## src/rtl/sysreg_pkg.sv

```systemverilog
package sysreg_pkg;

    localparam logic [15:0] UNLOCK_KEY = 16'hA05F;

    typedef enum logic [1:0] {
        RV_NONE = 2'd0,
        RV_BIT8 = 2'd1,
        RV_BIT2 = 2'd2
    } rst_variant_e;

    function automatic rst_variant_e variant_of(input logic [11:0] board);
        case (board)
            12'h100:          return RV_BIT8;
            12'h178, 12'h182: return RV_BIT2;
            default:          return RV_NONE;
        endcase
    endfunction

    localparam logic [11:0] OFF_IDENT  = 12'h000;
    localparam logic [11:0] OFF_LED    = 12'h008;
    localparam logic [11:0] OFF_LOCK   = 12'h020;
    localparam logic [11:0] OFF_FL_SET = 12'h030;
    localparam logic [11:0] OFF_FL_CLR = 12'h034;
    localparam logic [11:0] OFF_NV_SET = 12'h038;
    localparam logic [11:0] OFF_NV_CLR = 12'h03C;
    localparam logic [11:0] OFF_RSTCTL = 12'h040;
    localparam logic [11:0] OFF_PCIRO  = 12'h044;
    localparam logic [11:0] OFF_PID1   = 12'h088;

endpackage

```

## src/rtl/sysreg_lock.sv

```systemverilog
module sysreg_lock
    import sysreg_pkg::*;
#(
    parameter int KW = 16
) (
    input  logic          clk,
    input  logic          rst_n,
    input  logic          wr_en,
    input  logic [KW-1:0] wdata,
    output logic [KW-1:0] lock_q,
    output logic          unlocked
);
    logic [KW-1:0] lock_d;

    always_comb begin
        lock_d = lock_q;
        if (wr_en) begin
            if (wdata == UNLOCK_KEY) lock_d = wdata;
            else                     lock_d = {1'b0, wdata[KW-2:0]};
        end
    end

    always_ff @(posedge clk or negedge rst_n) begin
        if (!rst_n) lock_q <= '0;
        else        lock_q <= lock_d;
    end

    assign unlocked = (lock_q == UNLOCK_KEY);
endmodule

```

## src/rtl/sysreg_flags.sv

```systemverilog
module sysreg_flags #(
    parameter int W          = 32,
    parameter bit RESETTABLE = 1'b1
) (
    input  logic         clk,
    input  logic         rst_n,
    input  logic         set_en,
    input  logic         clr_en,
    input  logic [W-1:0] wdata,
    output logic [W-1:0] flags_q
);
    logic [W-1:0] flags_d;

    always_comb begin
        flags_d = flags_q;
        if (set_en) flags_d = flags_q | wdata;
        if (clr_en) flags_d = flags_q & ~wdata;
    end

    generate
        if (RESETTABLE) begin : g_rst
            always_ff @(posedge clk or negedge rst_n) begin
                if (!rst_n) flags_q <= '0;
                else        flags_q <= flags_d;
            end
        end else begin : g_keep
            always_ff @(posedge clk) begin
                flags_q <= flags_d;
            end
        end
    endgenerate
endmodule

```

## src/rtl/sysreg_bank.sv

```systemverilog
module sysreg_bank
    import sysreg_pkg::*;
#(
    parameter int          AW    = 12,
    parameter int          DW    = 32,
    parameter logic [31:0] IDENT = 32'h0178_0000
) (
    input  logic          clk,
    input  logic          rst_n,
    input  logic [AW-1:0] bus_addr,
    input  logic          bus_we,
    input  logic [DW-1:0] bus_wdata,
    input  logic          bus_re,
    output logic [DW-1:0] bus_rdata,
    output logic          bus_err,
    output logic          rst_req
);
    localparam int           KW      = 16;
    localparam rst_variant_e VARIANT = variant_of(IDENT[27:16]);
    localparam int           RST_BIT = (VARIANT == RV_BIT8) ? 8 : 2;
    localparam bit           HAS_RST = (VARIANT != RV_NONE);

    typedef struct packed {
        logic [DW-1:0] led;
        logic [DW-1:0] rstctl;
        logic [DW-1:0] rdata;
        logic          err;
        logic          req;
    } state_t;

    state_t state_d, state_q;

    logic [KW-1:0] lock_q;
    logic          unlocked;
    logic [DW-1:0] fl_q, nv_q;
    logic          hit_led, hit_lock, hit_fs, hit_fc, hit_ns, hit_nc, hit_rst;
    logic          decoded;
    logic [DW-1:0] rd_mux;

    always_comb begin
        hit_led  = (bus_addr == AW'(OFF_LED));
        hit_lock = (bus_addr == AW'(OFF_LOCK));
        hit_fs   = (bus_addr == AW'(OFF_FL_SET));
        hit_fc   = (bus_addr == AW'(OFF_FL_CLR));
        hit_ns   = (bus_addr == AW'(OFF_NV_SET));
        hit_nc   = (bus_addr == AW'(OFF_NV_CLR));
        hit_rst  = (bus_addr == AW'(OFF_RSTCTL));
        decoded  = hit_led | hit_lock | hit_fs | hit_fc | hit_ns | hit_nc | hit_rst
                 | (bus_addr == AW'(OFF_IDENT)) | (bus_addr == AW'(OFF_PCIRO))
                 | (bus_addr == AW'(OFF_PID1));
    end

    sysreg_lock #(.KW(KW)) lock_i (
        .clk(clk), .rst_n(rst_n),
        .wr_en(bus_we & hit_lock), .wdata(bus_wdata[KW-1:0]),
        .lock_q(lock_q), .unlocked(unlocked)
    );

    sysreg_flags #(.W(DW), .RESETTABLE(1'b1)) vflags_i (
        .clk(clk), .rst_n(rst_n),
        .set_en(bus_we & hit_fs), .clr_en(bus_we & hit_fc),
        .wdata(bus_wdata), .flags_q(fl_q)
    );

    sysreg_flags #(.W(DW), .RESETTABLE(1'b0)) nvflags_i (
        .clk(clk), .rst_n(rst_n),
        .set_en(bus_we & hit_ns), .clr_en(bus_we & hit_nc),
        .wdata(bus_wdata), .flags_q(nv_q)
    );

    always_comb begin
        rd_mux = '0;
        case (bus_addr)
            AW'(OFF_IDENT):  rd_mux = DW'(IDENT);
            AW'(OFF_LED):    rd_mux = state_q.led;
            AW'(OFF_LOCK):   rd_mux = DW'(lock_q);
            AW'(OFF_FL_SET): rd_mux = fl_q;
            AW'(OFF_NV_SET): rd_mux = nv_q;
            AW'(OFF_RSTCTL): rd_mux = HAS_RST ? state_q.rstctl : '0;
            AW'(OFF_PCIRO):  rd_mux = DW'(1);
            AW'(OFF_PID1):   rd_mux = DW'(32'hFF00_0000);
            default:         rd_mux = '0;
        endcase
    end

    always_comb begin
        state_d     = state_q;
        state_d.err = 1'b0;
        state_d.req = 1'b0;
        if (bus_we && hit_led) state_d.led = bus_wdata;
        if (HAS_RST && bus_we && hit_rst && unlocked) begin
            state_d.rstctl = bus_wdata;
            state_d.req    = bus_wdata[RST_BIT];
        end
        if (bus_re) state_d.rdata = rd_mux;
        if ((bus_we || bus_re) && !decoded) state_d.err = 1'b1;
    end

    always_ff @(posedge clk or negedge rst_n) begin
        if (!rst_n) state_q <= '0;
        else        state_q <= state_d;
    end

    assign bus_rdata = state_q.rdata;
    assign bus_err   = state_q.err;
    assign rst_req   = state_q.req;
endmodule

```

## config.mk

```make
export PLATFORM = sky130hd
export DESIGN_NAME = sysreg_bank
export DESIGN_NICKNAME = d
export VERILOG_FILES = /design/src/rtl/sysreg_pkg.sv /design/src/rtl/sysreg_lock.sv /design/src/rtl/sysreg_flags.sv /design/src/rtl/sysreg_bank.sv
export SDC_FILE = /design/constraint.sdc
export NUM_CORES = 1
export LEC_CHECK = 0
export CAP_MARGIN = 5
export CORE_ASPECT_RATIO = 0.5
export CORE_UTILIZATION = 55
export DETAILED_ROUTE_END_ITERATION = 10
export GPL_TIMING_DRIVEN = 0
export PLACE_DENSITY = 0.77
export SYNTH_ARGS = -nofsm -noshare
export SYNTH_HDL_FRONTEND = slang
export SYNTH_SLANG_ARGS = --single-unit
```

## constraint.sdc

```tcl
create_clock -name clk -period 3.55 [get_ports clk]
set_input_delay 1.065 -clock clk [delete_from_list [all_inputs] [get_ports clk]]
set_output_delay 1.065 -clock clk [all_outputs]
set_load 0.03 [all_outputs]
```

Word-level counts from Yosys, hierarchy flattened

Index checks and enable logic that the tools add are counted.

Reduce and logical (&&, ||, !) cells: 9
Bitwise gates (word level): 19
Multiplexer cells: 8
Equal/unequal tests: 11

Operator list:

| cell                 | count |
|---|---|
| $pmux 32 s8          | 1 |
| $mux 32              | 4 |
| $and 32x32->32       | 2 |
| $or 32x32->32        | 2 |
| $eq 12x6->1 const B  | 5 |
| $eq 16x16->1 const B | 2 |
| $not 32->32          | 1 |
| $eq 12x7->1 const B  | 2 |
| $mux 16              | 1 |
| $eq 12x4->1 const B  | 1 |
| $eq 12x8->1 const B  | 1 |
| $logic_not 12->1     | 1 |
| $or 1x1->1           | 9 |
| $and 1x1->1          | 5 |
| $logic_and 1x1->1    | 4 |
| $reduce_bool 2->1    | 2 |
| $mux 1               | 2 |
| $logic_not 1->1      | 1 |
| $logic_or 1x1->1     | 1 |

Input bits: 48
Flip-flop bits (word level): 178
Output and inout bits: 34
Logic and storage cells: 55

Depth between registers and ports, before layout

Depth in word-level cells: 13
Gate-level depth with buffers: 9
Depth with buffers taken out: 5

Hierarchy

From an unflattened synthesis, not the netlist that was laid out.

Cell total of the unflattened synthesis: 671
Area, all modules: 8,264.2 um^2

By module, submodules not included:

| module                    | sequential area each (um^2) | times used | area an instance (um^2) | cells each |
|---|---|---|---|---|
| sysreg_bank               | 2,452.4                     | 1          | 5,117.4                 | 450 |
| sysreg_flags at nvflags_i | 960.9                       | 1          | 1,286.2                 | 72 |
| sysreg_flags at vflags_i  | 800.8                       | 1          | 1,169.9                 | 102 |
| sysreg_lock               | 400.4                       | 1          | 690.7                   | 47 |

Least setup slack after synthesis

OpenSTA, ideal clock, no wires.

Path kind: input to register
Start point: input bus_addr[6]
End point: register (tool-made name)
Buffers on the path: 3
Setup time: 0.394 ns
Stages on the path: 7
Setup slack: 0.532 ns
Data required time: 3.156 ns
Arrival: 2.625 ns
Cell sequence: buf_2 > and4bb_1 > buf_2 > nand3_1 > nor2_1 > clkbuf_1 > nand2_1

RTL lines:

| what        | RTL line          | text |
|---|---|---|
| from (decl) | sysreg_bank.sv:10 | `input logic [AW-1:0] bus_addr,` |

Final worst setup path

Start point: input bus_addr[5]
End point: register state_q[58] (netlist name)

Longest elaborated chain between the ends: 3

Ends and longest elaborated chain:

| what                           | RTL line           | text |
|---|---|---|
| $eq 12x7->1                    | sysreg_bank.sv:47  | `hit_rst = (bus_addr == AW'(OFF_RSTCTL));` |
| $logic_and 1x1->1 (2 in a row) | sysreg_bank.sv:91  | `if (HAS_RST && bus_we && hit_rst && unlocked) begin` |
| to (signal assigned)           | sysreg_bank.sv:101 | `else state_q <= state_d;` |
| to (decl)                      | sysreg_bank.sv:31  | `state_t state_d, state_q;` |

No other way between the ends.
A chain may end at the register's enable or synchronous reset.

==> metrics.sh <==
DRTANTENNAVIOLNETS=0
MIN-DELAY-START='bus_rdata[14]'
SETUP_VIOL_COUNT_FINAL=0
SETUP_TOTAL_NEGATIVE_SLACK_PS=0
YOSYS-TOP-CELLS-AREA='sky130_fd_sc_hd__dfrtp_1 45%, sky130_fd_sc_hd__mux2_2 12%, sky130_fd_sc_hd__edfxtp_1 12%'
POST_DP_HPWL_UM=13750
GR-USAGE-ALL-LAYERS_PCT=28.25
FILLCELLCOUNT=1061
CLK_ROOT_BUFFER_CELL='sky130_fd_sc_hd__clkbuf_16'
CTS.REPAIR_TIMING.SETUP_BUFFER_COUNT=0
AVGSYNTHCELLAREA_UM2=12.36
PRE_ANTENNA_DRT_ITERS=6
AREA.GROWTH.SYNTH_TO_FINAL_PCT=20.41
ROUTE.VIAS.TOTAL=6053
WORSTHOLDENDPOINT='bus_rdata[14]'
CP_SLOWEST_CELL='sky130_fd_sc_hd__clkdlybuf4s50_1'
SYNTH_FLOP_CELL='sky130_fd_sc_hd__dfrtp_1'
CLOCK_NETWORK_LATENCY_TO_THE_LATER_PIN_OF_THE_WORST_SKEW_PAIR_PS=440
POST_LAYOUT_TOTAL_POWER_mW=4.233
SYNTH_SEQ_CELLS=178
FINALHOLDVIOLATIONS=0
TIMING.CRITICAL_PATH.FANOUT_MAX=10
CP.REQUIRED_PS=3870
PEAKVDDDROP_uV=332.4
TIMING.RR.END='state_q[58]'
ASYNCSETRESETFLOPFRACSYNTH_PCT=82.02
REG2REG_SETUP_SLACK_PS=1160
TIMING.HOLD.WORST_PATH_DEPTH=1
DP_CELLS=943
CRITICAL_PATH.N_BUFFERS_INVERTERS=3
MAX_STAGE_DELAY_PS=570
DESIGN.PORTCOUNT=82
R2R_CELLS=5
ANTENNA_VIOLATIONS_BEFORE_REPAIR=0
PLACEMENT.IO_BUFFERS=80
DRIVE_GT1_SHARE_PCT=23.55
POST-SYNTH-TOP-AREA-CELL='sky130_fd_sc_hd__dfrtp_1'
GLOBAL_ROUTE_WIRE_LENGTH_BEFORE_REPAIR_UM=32640
DETAIL_ROUTED_VIA_COUNT_PER_CELL=6.208
DIEWIDTH_UM=174.8
MULTI_INPUT_AREA_UM2=3156
MAXIMUM_ROOT_TO_SINK_BUFFER_COUNT=2
LAYOUT_WORST_PATH_CYCLE_SHARE_PCT=97.78
ROUTED_WL_UM=20950
FLOORPLAN.DIE_AREA_UM2=15440
AREA.SEQUENTIAL_UM2=4614
WORSTMARGINPINSLEW_PS=900.2
CRIT_PATH_CELL_TRACE='clkdlybuf4s50_1 -> nor2_1 -> and3_1 -> clkbuf_1 -> nand3_1 -> nor4_4 -> buf_4 -> mux2_2'
STATUS='completed'
CRITICAL_PATH_CLASS='in2reg'
FIRST_ITER_VIOLATIONS=619
FINAL.HOLD.WORST_SLACK_PS=480.3
CLKTRANSATPATHREGS_PS=70
SYNTH_AREA_UM2=8207
GRT_MAX_DEGREE=101
WORST_SETUP_TIMING_SLACK_AT_THE_PLACEMENT_STAGE_PS=-1433
FINALWORSTSETUPSLACK_PS=78.72
WORST_PATH_DOMINANT_CELL_FAMILY='buffers and inverters'
NETLIST.AREA_LEADER.SHARE_PCT=44.52
WORSTSETUPSTARTPOINTTYPE='input pin'
CTS-HTREE-LEVELS=4
CTS_HOLD_BUF=0
FMAX_MHz=288.1
ROUTE.DETAILED.WL_PER_INST_UM=21.49
WEIGHTED_CONGESTION_REPORTED_AT_THE_END_OF_ROUTABILITY_DRIVEN_PLACEMENT=0.9212
MAXCAPVIOLCOUNT=0
DIEHEIGHT_UM=88.38
CORE.ROWCOUNT=31
SKEW_PS=9.731
WORST-ENDPOINT-ARRIVAL_PS=3790
GRT_SETUP_UNREPAIRED='no'
ROUTE.DETAILED.DRC=0
TIMING.RR.START='lock_i.lock_q[7]'
PLACE_AREA_UM2=9284
POST_SYNTH_INST_COUNT=664
POST_SYNTH_CELL_TYPES=51
SEQ_AREA_FRAC_SYNTH_PCT=56.23
ANTENNADIODECOUNT=0
INITIAL_UTIL_PCT=56.57
CORE_REGION_AREA_UM2=14510
MAX-SLEW-MARGIN-REL_PCT=39.53
CLOCK_SINKS=178
SYNTH_ENABLE_FLOP_CELLS=32
POST-SYNTH-TOP-COUNT-CELL='sky130_fd_sc_hd__dfrtp_1'
YS_WARN_COUNT=0
PERIOD_MINUS_SLACK_PS=3471
STDCELL_AREA_UM2=9882
TRITONCTS='built'
POWER.DENSITY_nW_PER_UM2=428.4
FINISH.NET_COUNT=812
CRITICAL_PATH_CELL_COUNT=8
POWER.LEAKAGE_nW=4.335
WORSTHOLDPATHTYPE='reg2reg'
MAXSLEWVIOLCOUNT=0
FIRST_GLOBAL_VIAS=5965
SYNTH_COMMON_CELLS='146 x sky130_fd_sc_hd__dfrtp_1, 91 x sky130_fd_sc_hd__mux2_2, 48 x sky130_fd_sc_hd__a21oi_1, 38 x sky130_fd_sc_hd__a22oi_1, 38 x sky130_fd_sc_hd__buf_4'
FINISH.UTILIZATION_PCT=68.12
CTS_MADE_BUFFERS=17
GR_OVERFLOW_TOTAL=0
STDCELL_COUNT=975
ENDPOINT_KIND='flip-flop'
SYNTH_NETS=712
## timing repair
action                                  4_1_cts  5_1_grt
resized for setup                             4        6
hold endpoints to repair                      0        0
pin swaps                                     0        1
endpoints found under the setup margin       32       96
## worst register-to-register path: stages, from the launching register on
cell and delay [ps]:
sky130_fd_sc_hd__dfrtp_1 400, sky130_fd_sc_hd__nor4b_1 450, sky130_fd_sc_hd__nand3_1 220, sky130_fd_sc_hd__nor4_4 530, sky130_fd_sc_hd__buf_4 310, sky130_fd_sc_hd__mux2_2 370
## metal layers
layer | track usage [%] | vias to the layer above | share of wire, %
met5 | 0 | - | 0
met4 | 10.28 | 0 | 1.7
met3 | 3.952 | 33 | 7.0
met2 | 44.95 | 253 | 46
met1 | 40.35 | 3072 | 46
li1 | - | 2695 | -
## logic make-up after synthesis
| kind of cell | after synthesis | synth area share [%] |
|---|---|---|
| AND/OR/NAND/NOR | 121 | 8.919 |
| AO/OA/AOI/OAI | 184 | 15.57 |
| buffers and inverters | 82 | 5.702 |
| flip-flops | 178 | 56.23 |
| multiplexers | 99 | 13.58 |
## final cells by class
| class | instances | share of cell area (%) |
|---|---|---|
| multi-input combinational | 404 | 31.93 |
| tap | 198 | 2.507 |
| sequential | 178 | 46.70 |
| clock inverter | 13 | 1.228 |
| inverter | 3 | 0.1140 |
| clock buffer | 19 | 4.482 |
| timing repair buffer | 81 | 8.395 |
| buffer | 79 | 4.647 |
## worst max path at each step
stage / slack [ps] / startpoint / to
after floorplan: 530 / bus_addr[6] / flip-flop
after global placement: -4500 / rst_n / bus_rdata[5]
after detailed placement: -1430 / bus_addr[5] / flip-flop
after CTS: 20 / bus_addr[5] / flip-flop
after global routing: 2 / bus_addr[5] / state_q[58]
final: 80 / bus_addr[5] / state_q[58]
## layout by cell type, fill, tap and decap left out, types with 5 or more instances in the layout
cell                              instances
sky130_fd_sc_hd__a22o_1                   8
sky130_fd_sc_hd__clkbuf_16               17
sky130_fd_sc_hd__and2_1                  35
sky130_fd_sc_hd__o21a_1                  14
sky130_fd_sc_hd__o221ai_1                13
sky130_fd_sc_hd__clkbuf_1                28
sky130_fd_sc_hd__a221oi_1                13
sky130_fd_sc_hd__clkdlybuf4s50_1         79
sky130_fd_sc_hd__a222oi_1                 5
sky130_fd_sc_hd__buf_2                    8
sky130_fd_sc_hd__a21oi_1                 48
sky130_fd_sc_hd__a31oi_1                 32
sky130_fd_sc_hd__nand3_1                  5
sky130_fd_sc_hd__mux2_1                   8
sky130_fd_sc_hd__edfxtp_1                32
sky130_fd_sc_hd__dfrtp_1                146
sky130_fd_sc_hd__nor2_1                  17
sky130_fd_sc_hd__inv_6                    5
sky130_fd_sc_hd__mux2_2                  91
sky130_fd_sc_hd__nand2_1                 21
sky130_fd_sc_hd__buf_4                   38
sky130_fd_sc_hd__nor3_1                   5
sky130_fd_sc_hd__a22oi_1                 38
## report_power, final
part	switching [mW]	total, mW	internal, mW
logic	0.186	0.316	0.130
clock network	0.871	1.81	0.943
registers	0.0112	2.10	2.09
total	1.07	4.23	3.17
Note: power is estimated with default switching activity, not from simulation.
